**src/rtl/sld_pkg.sv**
```systemverilog
package sld_pkg;

  // Active-high view of one line: set when the line index equals the held code and the block is not blanked
  function automatic logic line_hit(input int unsigned code, input int unsigned idx,
                                    input logic blank);
    return (!blank) && (code == idx);
  endfunction

  // Map an active-high line value onto the chosen output polarity
  function automatic logic to_polarity(input logic hit, input bit active_high);
    return active_high ? hit : !hit;
  endfunction

endpackage

```
**src/rtl/sld_code_latch.sv**
```systemverilog
module sld_code_latch #(
  parameter int CODE_W = 4
) (
  input  logic              clk,
  input  logic              rst,
  input  logic              load_en,
  input  logic [CODE_W-1:0] code_in,
  output logic [CODE_W-1:0] code_q
);

  always_ff @(posedge clk) begin
    if (rst)          code_q <= '0;
    else if (load_en) code_q <= code_in;
  end

endmodule

```
**src/rtl/sld_onehot_decode.sv**
```systemverilog
module sld_onehot_decode #(
  parameter int CODE_W = 4,
  localparam int LINES = 1 << CODE_W
) (
  input  logic [CODE_W-1:0] code,
  input  logic              blank,
  output logic [LINES-1:0]  hot
);
  import sld_pkg::*;

  for (genvar gi = 0; gi < LINES; gi++) begin : g_line
    assign hot[gi] = line_hit(int'(code), gi, blank);
  end

endmodule

```
**src/rtl/sld_polarity_stage.sv**
```systemverilog
module sld_polarity_stage #(
  parameter int LINES       = 16,
  parameter bit ACTIVE_HIGH = 1'b1
) (
  input  logic [LINES-1:0] hot,
  output logic [LINES-1:0] lines
);
  import sld_pkg::*;

  if (ACTIVE_HIGH) begin : g_high
    assign lines = hot;
  end else begin : g_low
    for (genvar gi = 0; gi < LINES; gi++) begin : g_bit
      assign lines[gi] = to_polarity(hot[gi], 1'b0);
    end
  end

endmodule

```
**src/rtl/sel_latch_decoder.sv**
```systemverilog
module sel_latch_decoder #(
  parameter int CODE_W      = 4,
  parameter bit ACTIVE_HIGH = 1'b1,
  localparam int LINES      = 1 << CODE_W
) (
  input  logic              clk,
  input  logic              rst,
  input  logic              strobe_i,
  input  logic [CODE_W-1:0] code_i,
  input  logic              inhibit_i,
  output logic [LINES-1:0]  line_o
);

  // Internal events brought out as named wires for the checker
  logic [CODE_W-1:0] held_code;
  logic [LINES-1:0]  hot_lines;

  sld_code_latch #(.CODE_W(CODE_W)) u_latch (
    .clk     (clk),
    .rst     (rst),
    .load_en (strobe_i),
    .code_in (code_i),
    .code_q  (held_code)
  );

  sld_onehot_decode #(.CODE_W(CODE_W)) u_decode (
    .code  (held_code),
    .blank (inhibit_i),
    .hot   (hot_lines)
  );

  sld_polarity_stage #(.LINES(LINES), .ACTIVE_HIGH(ACTIVE_HIGH)) u_pol (
    .hot   (hot_lines),
    .lines (line_o)
  );

endmodule

```
**config.mk**
```make
export PLATFORM = sky130hd
export DESIGN_NAME = sel_latch_decoder
export DESIGN_NICKNAME = d
export VERILOG_FILES = /design/src/rtl/sld_pkg.sv /design/src/rtl/sld_code_latch.sv /design/src/rtl/sld_onehot_decode.sv /design/src/rtl/sld_polarity_stage.sv /design/src/rtl/sel_latch_decoder.sv
export SDC_FILE = /design/constraint.sdc
export NUM_CORES = 1
export LEC_CHECK = 0
export ABC_AREA = 1
export BUFFER_PORTS_ARGS = -buffer_cell sky130_fd_sc_hd__buf_2
export CAP_MARGIN = 25
export CORE_AREA = 2 2 39 41
export DETAILED_ROUTE_END_ITERATION = 6
export DIE_AREA = 0 0 41 43
export PLACE_DENSITY = 0.5
export SLEW_MARGIN = 20
export SYNTH_ARGS = -nofsm -noshare
export SYNTH_HDL_FRONTEND = slang
export SYNTH_SLANG_ARGS = --single-unit
export TNS_END_PERCENT = 1
```
**constraint.sdc**
```tcl
create_clock -name clk -period 1 [get_ports clk]
set_clock_uncertainty 0.15 [all_clocks]
set_input_delay 0.25 -clock clk [delete_from_list [all_inputs] [get_ports clk]]
set_output_delay 0.25 -clock clk [all_outputs]
set_load 0.005 [all_outputs]
```
# Word level (Yosys, flattened, before mapping)
# Cells that the tools add are included.
# classes
eq_ne,15
n_reduce_logical,18
# op_table
cell,n
"4-bit equality test, second input constant",8
"4-bit by 3-bit equality test with 1-bit output, second input constant",4
1-bit logical AND,16
"4-bit by 2-bit equality test with 1-bit output, second input constant",2
"4-bit by 1-bit equality test with 1-bit output, second input constant",1
4-bit logical NOT,1
1-bit logical NOT,1
# totals
register_bits,4
input_bits,8

# Longest topological paths before layout
# Gate-level depths: netlist (run 1).
# logic_depth
ltp_word,2
mapped_depth,4
depth_no_buf,4

# Modules after synthesis
# Synthesis (run 1) repeated with hierarchy kept, for this count alone.
# hier_totals
hier_cells,76
hier_area_um2,426.7
# by_module_without_submodules
mod,instances,cells_each,area_each_um2,seq_area_each_um2
sld_code_latch,1,26,172.7,80.1
sld_onehot_decode,1,34,133.9,0.0
sld_polarity_stage,1,16,120.1,0.0

# Least setup slack after synthesis (run 1)
# No wires, ideal clock.
# synth_timing
path_kind,register to output
startpoint,reg u_latch.code_q[0]
endpoint,out line_o[10]
arrival_ns,0.628
t_required_ns,0.600
setup_slack_ns,-0.028
stages_incl_launch_ff,4
path_cell_list,dfxtp_1 -> nor2_2 -> nand2_1 -> nor2_1
# synth_via
elab_chain_cells,2
# synth_rtl
element,line_no,text
from (decl),sld_code_latch.sv:8,output logic [CODE_W-1:0] code_q
from (signal assigned),sld_code_latch.sv:13,else if (load_en) code_q <= code_in;
4-bit equality test,sld_pkg.sv:6,return (!blank) && (code == idx);
1-bit logical AND,sld_pkg.sv:6,
to (decl),sel_latch_decoder.sv:11,output logic [LINES-1:0] line_o
# Every way passes these cells.

# Final worst setup path (run 1)
# Ends and elaborated chain as after synthesis.

==> impl_metrics.csv, run 1 <==
group,metric,value,unit
run_status,outcome,"finished with violations",
run_status,violations_in_the_final_reports,"negative setup slack",
sta,hold-worst-slack,0.132,ns
place,port-buffer-count,23,
cts,cts_max_path_buffers,2,
sta,max_freq,724,MHz
yosys,yosys-top-cells-area,"sky130_fd_sc_hd__nor2_1 (32%), sky130_fd_sc_hd__dfxtp_1 (29%), sky130_fd_sc_hd__nand2_1 (19%), sky130_fd_sc_hd__inv_1 (12%), sky130_fd_sc_hd__nand3_1 (3.6%)",
yosys,yosysUniqueCellTypes,7,
cells_and_area,number_of_flip_flops_in_the_largest_register,4,
power_and_ir_drop,totalPowerFinal,0.490,mW
power_and_ir_drop,pwr_density_cell,1040,mW/mm2
cells_and_area,synthToLayoutAreaGrowth,70.3,%
cells_and_area,post_layout_nonfiller_instances,96,
power_and_ir_drop,total_switching_power,0.138,mW
sta,finalWorstPathRequiredPeriod,1.38,ns
detailed_routing,drc,0,
grt,grt_use_total,9.52,%
power_and_ir_drop,power.static_leakage,0.280,nW
yosys,syn_inst,55,
power_and_ir_drop,peakVddDrop,0.431,mV
sta,finalCritPeriodShare,138,%
floorplan,pin_count,24,
job,drv_cap,0,
yosys,synth_seq_area_share,28.8,%
place,placed_area,432,um2
yosys,synthesis.nets,63,
worst_setup_path,timing.critical_path.arrival,0.98,ns
floorplan,design.die.area,0.00176,mm2
yosys,yosys.area.top_type_share,32.4,%
worst_setup_path,master_of_the_slowest_instance_on_the_critical_path,"sky130_fd_sc_hd__dfxtp_4",
worst_setup_path,launching_element_type_of_the_critical_path,"register",
hold_path,hp-class,"in -> reg",
power_and_ir_drop,p_sw_share,28.3,%
place,place.gp.congestion,0.572,
cells_and_area,nets_finish,90,
cts,cts.htree.levels,1,
worst_setup_path,crit_path_cell_trace,"nor2_4, nand2_2, nor2_2, buf_2",
cells_and_area,nFillCells,158,
worst_setup_path,cp-endpoint,"line_o[10]",
cells_and_area,design_area,473,um2
cts,cts_made_buffers,3,
power_and_ir_drop,share_seq_of_total_power,38.8,%
cts,clkSlewWorstSetupHoldPaths,0.04,ns
worst_setup_path,worst-setup-path-type,"reg -> out",
worst_setup_path,timing.rr.end,"u_latch.code_q[0]",
worst_setup_path,critPathMaxFanout,4,
detailed_routing,drt_first_iter_violations,3,
detailed_routing,routed-via-count,377,
detailed_routing,detail_route.wirelength,735,um
sta,rsz_0062_raised_after_global_routing,"true",
cts,clk_root_buffer_cell,"sky130_fd_sc_hd__clkbuf_4",
cts,clock_sink_count,4,
yosys,mappedNetlistArea,278,um2
cells_and_area,reg_top3,"u_latch.code_q: 4 flops",
detailed_routing,final_antenna_net_count,0,
detailed_routing,drt_pass1_iterations,3,
worst_setup_path,critPathRequiredTime,0.60,ns
worst_setup_path,regToRegStartpoint,"u_latch.code_q[0]",
cts,cts_post_setup_buffers_inserted,0,
worst_setup_path,regToRegSetupSlack,0.25,ns
grt,gr-total-overflow,0,
cts,ctsHoldBuffers,0,
sta,hold_viol_final,0,
worst_setup_path,worst_r2r_path_depth,2,
yosys,ys_warn_count,0,
yosys,post_synth.cell_area_avg,5.05,um2
place,dp.cells,93,
yosys,ys_seq_elements,4,
floorplan,std_cell_rows,14,
sta,tightest_slew,0.145,ns
floorplan,core_area,0.00138,mm2
detailed_routing,post_drt_wl_per_cell,7.66,um
cells_and_area,num_antenna_cells,0,
grt,grt_pass1_vias,293,
worst_setup_path,worst_path_largest_cell_delay,0.36,ns
floorplan,dieWidth,41,um
floorplan,dieHeight,43,um
floorplan,initial_cell_density_of_the_core,20.1,%
grt,grt_antenna_before_repair,0,
worst_setup_path,setup.worst_path.start,"u_latch.code_q[0]",
grt,grt_start_max_net_pins,9,
cells_and_area,post_route_cells_drive_above_1_share,55.0,%
cts,tritoncts,"done",
cts,worstSkewPairLatency,0.23,ns
sta,fin_ws,-0.381,ns
worst_setup_path,end_kind,"primary output",
power_and_ir_drop,comb_power_share,21.5,%
cells_and_area,register_with_the_most_flip_flops,"u_latch.code_q",
sta,finalSetupViolCount,16,
power_and_ir_drop,power_frac_clock,39.7,%
sta,slew_headroom,90.3,%
yosys,synthDominantAreaCellType,"sky130_fd_sc_hd__nor2_1",
power_and_ir_drop,internal-power,0.351,mW
detailed_routing,drt-vias-per-instance,3.93,
grt,grt_pass1_wl,1100,um
sta,finalMaxSlewViolations,0,
==> layer usage <==
layer  global-route usage (%)  vias to the layer above  part of all wire, %
li1                         -                      208                    -
met3                     1.57                        2                   12
met2                     14.7                       23                   43
met4                     10.0                        0                  1.1
met1                     9.58                      144                   44
met5                        0                        -                    0
==> through the flow <==
step / worst slack [ns] / TNS [ns] / util (%)
final: -0.381 / -5.67 / 34.2
after floorplan: -0.0157 / -0.133 / -
after global placement: -0.235 / -3.12 / 31.2
after detailed placement: -0.246 / -3.11 / 31.2
after global routing: -0.458 / -6.83 / 34.2
after CTS: -0.399 / -6.00 / 34.0
==> synthesized netlist by cell type (all sizes together) <==
library cell / instances
inv: 9
buf: 1
nand3: 2
nor2: 25
dfxtp: 4
nand2: 14
==> how the worst min path moves through the flow <==
stage / start / endpoint / slack, ns / depth (start not counted)
6_report: rst / u_latch.code_q[3] / 0.13 / 4
5_1_grt: rst / u_latch.code_q[3] / 0.16 / 4
4_1_cts: rst / u_latch.code_q[3] / 0.12 / 4
3_5_place_dp: u_latch.code_q[3] / u_latch.code_q[3] / 0.35 / 2
3_3_place_gp: u_latch.code_q[3] / u_latch.code_q[3] / 0.35 / 2
2_1_floorplan: rst / u_latch.code_q[0] / 0.27 / 3
==> placed cells by master (no fill, tap or decap) <==
cell type,Yosys,routed
sky130_fd_sc_hd__buf_2,1,23
sky130_fd_sc_hd__nor2_1,24,21
sky130_fd_sc_hd__nand2_1,14,9
sky130_fd_sc_hd__inv_1,9,6
sky130_fd_sc_hd__nand2_2,0,5
sky130_fd_sc_hd__inv_2,0,3
sky130_fd_sc_hd__nor2_2,1,3
sky130_fd_sc_hd__clkbuf_4,0,3
sky130_fd_sc_hd__dfxtp_2,0,3
sky130_fd_sc_hd__nand3_2,0,2
sky130_fd_sc_hd__nor2_4,0,1
sky130_fd_sc_hd__dfxtp_4,0,1
==> kinds of logic (layout without fill, tap and decap cells) <==
family                 count (synthesis)  after routing  share of synthesized area (%)
buffers and inverters                 10             35                           14.0
flip-flops                             4              4                           28.8
AND/OR/NAND/NOR                       41             41                           57.2
==> layout make-up <==
type                       instances  area (um2)  area share [%]
sequential                         4        87.6            18.5
tap                               16        20.0            4.23
clock buffer                       3        22.5            4.76
multi-input combinational         41         194            41.0
timing repair buffer              23         115            24.3
inverter                           9        33.8            7.14
==> critical path: cells and delay by family (launching register included) <==
family        cells  cell delay, ns
buf+inv           1            0.11
flops             1            0.36
simple gates      3            0.29
==> repair_timing <==
| item | 4_1_cts | 5_1_grt |
|---|---|---|
| resized for setup | 8 | 3 |
| setup endpoints to repair | 16 | 16 |
| pin swaps | 2 | 0 |
==> power by group through the flow <==
stage          clock network (mW)  logic [mW]  registers [mW]
6_report                    0.194       0.105           0.190
5_1_grt                     0.209       0.123           0.193
4_1_cts                     0.207       0.105           0.189
3_5_place_dp                    0       0.101           0.188
3_3_place_gp                    0       0.102           0.187
2_1_floorplan                   0      0.0676           0.185
(Power assumes the default switching activity.)
==> run 2, diff against run 1 <==
Clock period 1 ns to 1.7 ns, I/O delays scaled along.
==> run 2 against run 1 <==
Effect of this change:
- the run now ends clean
- via count down 0.80%
- routed wire length down 0.54%
- non-clock buffer count unchanged
- combinational power down 49%
- core utilization down 3.1 points
- sequential cell count unchanged
- first-iteration DRC count unchanged
- critical path type unchanged
- largest cell class unchanged
- largest power group unchanged
==> impl_metrics.csv, run 2 (same netlist as run 1, synthesis figures left out) <==
group,metric,value,unit
run_status,outcome,"completed",
floorplan,dieHeight,43,um
floorplan,design.die.area,0.00176,mm2
grt,grt_pass1_wl,1020,um
worst_setup_path,critPathMaxFanout,4,
cells_and_area,synthToLayoutAreaGrowth,55.0,%
worst_setup_path,setup.worst_path.start,"u_latch.code_q[0]",
cts,clkSlewWorstSetupHoldPaths,0.04,ns
cts,ctsHoldBuffers,0,
sta,finalSetupViolCount,0,
cells_and_area,nets_finish,90,
detailed_routing,detailroute.wirelength.met2,323,um
place,dp_hpwl,616,um
cells_and_area,number_of_flip_flops_in_the_largest_register,4,
sta,fin_ws,0.106,ns
worst_setup_path,worst_path_largest_cell_delay,0.33,ns
sta,hold_viol_final,0,
detailed_routing,drt_pass1_iterations,3,
grt,grt_antenna_before_repair,0,
floorplan,std_cell_rows,14,
sta,max_freq,627,MHz
worst_setup_path,timing.critical_path.arrival,1.02,ns
detailed_routing,drt-vias-per-instance,3.90,
detailed_routing,met1Wirelength,323,um
detailed_routing,routed-via-count,374,
detailed_routing,route.top_layer_used,"met3",
power_and_ir_drop,total_switching_power,0.0713,mW
hold_path,hp-class,"in -> reg",
worst_setup_path,critPathRequiredTime,1.12,ns
worst_setup_path,launching_element_type_of_the_critical_path,"register",
place,place.gp.congestion,0.618,
detailed_routing,drt_first_iter_violations,3,
power_and_ir_drop,pwr_density_cell,634,mW/mm2
cts,clk_root_buffer_cell,"sky130_fd_sc_hd__clkbuf_4",
grt,grt_use_total,8.84,%
grt,gr-total-overflow,0,
sta,finalMaxSlewViolations,0,
cells_and_area,most_frequent_cells_in_the_layout,"sky130_fd_sc_hd__nor2_1 (24), sky130_fd_sc_hd__buf_2 (23), sky130_fd_sc_hd__nand2_1 (14)",
floorplan,dieWidth,41,um
hold_path,hold_path_startpoint,"rst",
power_and_ir_drop,power_frac_clock,41.1,%
power_and_ir_drop,p_sw_share,26.1,%
cells_and_area,post_route_cells_drive_above_1_share,33.8,%
sta,tightest_slew,0.158,ns
cts,worstSkewPairLatency,0.23,ns
grt,grt_pass1_vias,287,
cts,cts_max_path_buffers,2,
worst_setup_path,master_of_the_slowest_instance_on_the_critical_path,"sky130_fd_sc_hd__dfxtp_1",
job,drv_cap,0,
cts,postCtsResizedCells,0,
worst_setup_path,crit_path_cell_trace,"nor2_2, nand2_1, nor2_1, buf_2",
cts,cts_post_setup_buffers_inserted,0,
detailed_routing,final_antenna_net_count,0,
sta,rsz_0062_raised_after_global_routing,"true",
floorplan,core_area,0.00138,mm2
detailed_routing,detail_route.wirelength,731,um
cts,cts_made_buffers,3,
power_and_ir_drop,internal-power,0.202,mW
cts,cts.htree.levels,1,
floorplan,pin_count,24,
sta,setup_tns,0,ns
sta,finalCritPeriodShare,93.8,%
place,port-buffer-count,23,
worst_setup_path,regToRegStartpoint,"u_latch.code_q[2]",
cells_and_area,finalCoreUtilization,31.1,%
power_and_ir_drop,comb_power_share,19.5,%
cells_and_area,register_with_the_most_flip_flops,"u_latch.code_q",
worst_setup_path,worst-setup-path-type,"reg -> out",
cells_and_area,final_common_cell,"sky130_fd_sc_hd__nor2_1",
cells_and_area,num_antenna_cells,0,
cells_and_area,reg_top3,"u_latch.code_q: 4 flops",
place,pre_cts_slack,0.135,ns
detailed_routing,post_drt_wl_per_cell,7.61,um
grt,grt_start_max_net_pins,9,
worst_setup_path,end_kind,"primary output",
floorplan,initial_cell_density_of_the_core,20.1,%
detailed_routing,met3WireLength,83,um
cts,tritoncts,"done",
sta,finalWorstPathRequiredPeriod,1.59,ns
detailed_routing,drc,0,
power_and_ir_drop,share_seq_of_total_power,39.4,%
power_and_ir_drop,peakVddDrop,0.261,mV
sta,slew_headroom,89.4,%
worst_setup_path,regToRegSetupSlack,0.97,ns
cts,clock_sink_count,4,
power_and_ir_drop,power.static_leakage,0.277,nW
-- run 2: cell counts in the layout (fill, tap and decap cells not counted) --
No cell type changed its count.
-- run 2: final timing paths --
kind / endpoint / cells after the start
max: line_o[10] / 4
min: u_latch.code_q[3] / 4
max reg2reg: u_latch.code_q[2] / 2
min reg2reg: u_latch.code_q[1] / 2
-- run 2: area by class of cell --
type,instances,area (um2)
fillers,171,953
multi-input cells,41,159
repair buffers,23,115
flip-flops and latches,4,80.1
inverters,9,33.8
clock buffers,3,22.5
well taps,16,20.0
-- run 2: through the flow --
step | instances | total power [mW] | area [um2] | hold WS, ns
global placement | 93 | 0.162 | 408 | 0.344
floorplan | 55 | 0.142 | 278 | 0.325
CTS | 96 | 0.283 | 430 | 0.314
finish | 96 | 0.273 | 430 | 0.318
detailed placement | 93 | 0.163 | 408 | 0.343
global route | 96 | 0.293 | 430 | 0.343
-- run 2: worst max-delay path: cells and delay by family (launching register included) --
family / cells / cell delay [ns]
and+or+nand+nor: 3 / 0.34
DFF: 1 / 0.33
buffers and inverters: 1 / 0.12
-- run 2: power by group through the flow --
stage          Clock (mW)  Combinational, mW  Sequential (mW)
4_1_cts             0.120             0.0547            0.108
3_3_place_gp            0             0.0536            0.109
2_1_floorplan           0             0.0346            0.108
6_report            0.112             0.0533            0.107
5_1_grt             0.120             0.0636            0.109
3_5_place_dp            0             0.0543            0.109
-- run 2: metal layers --
| layer | track usage (%) | up-vias |
|---|---|---|
| met4 | 8.00 | 0 |
| met5 | 0 | - |
| met2 | 13.1 | 19 |
| met1 | 9.97 | 148 |
| met3 | 1.57 | 0 |
| li1 | - | 207 |
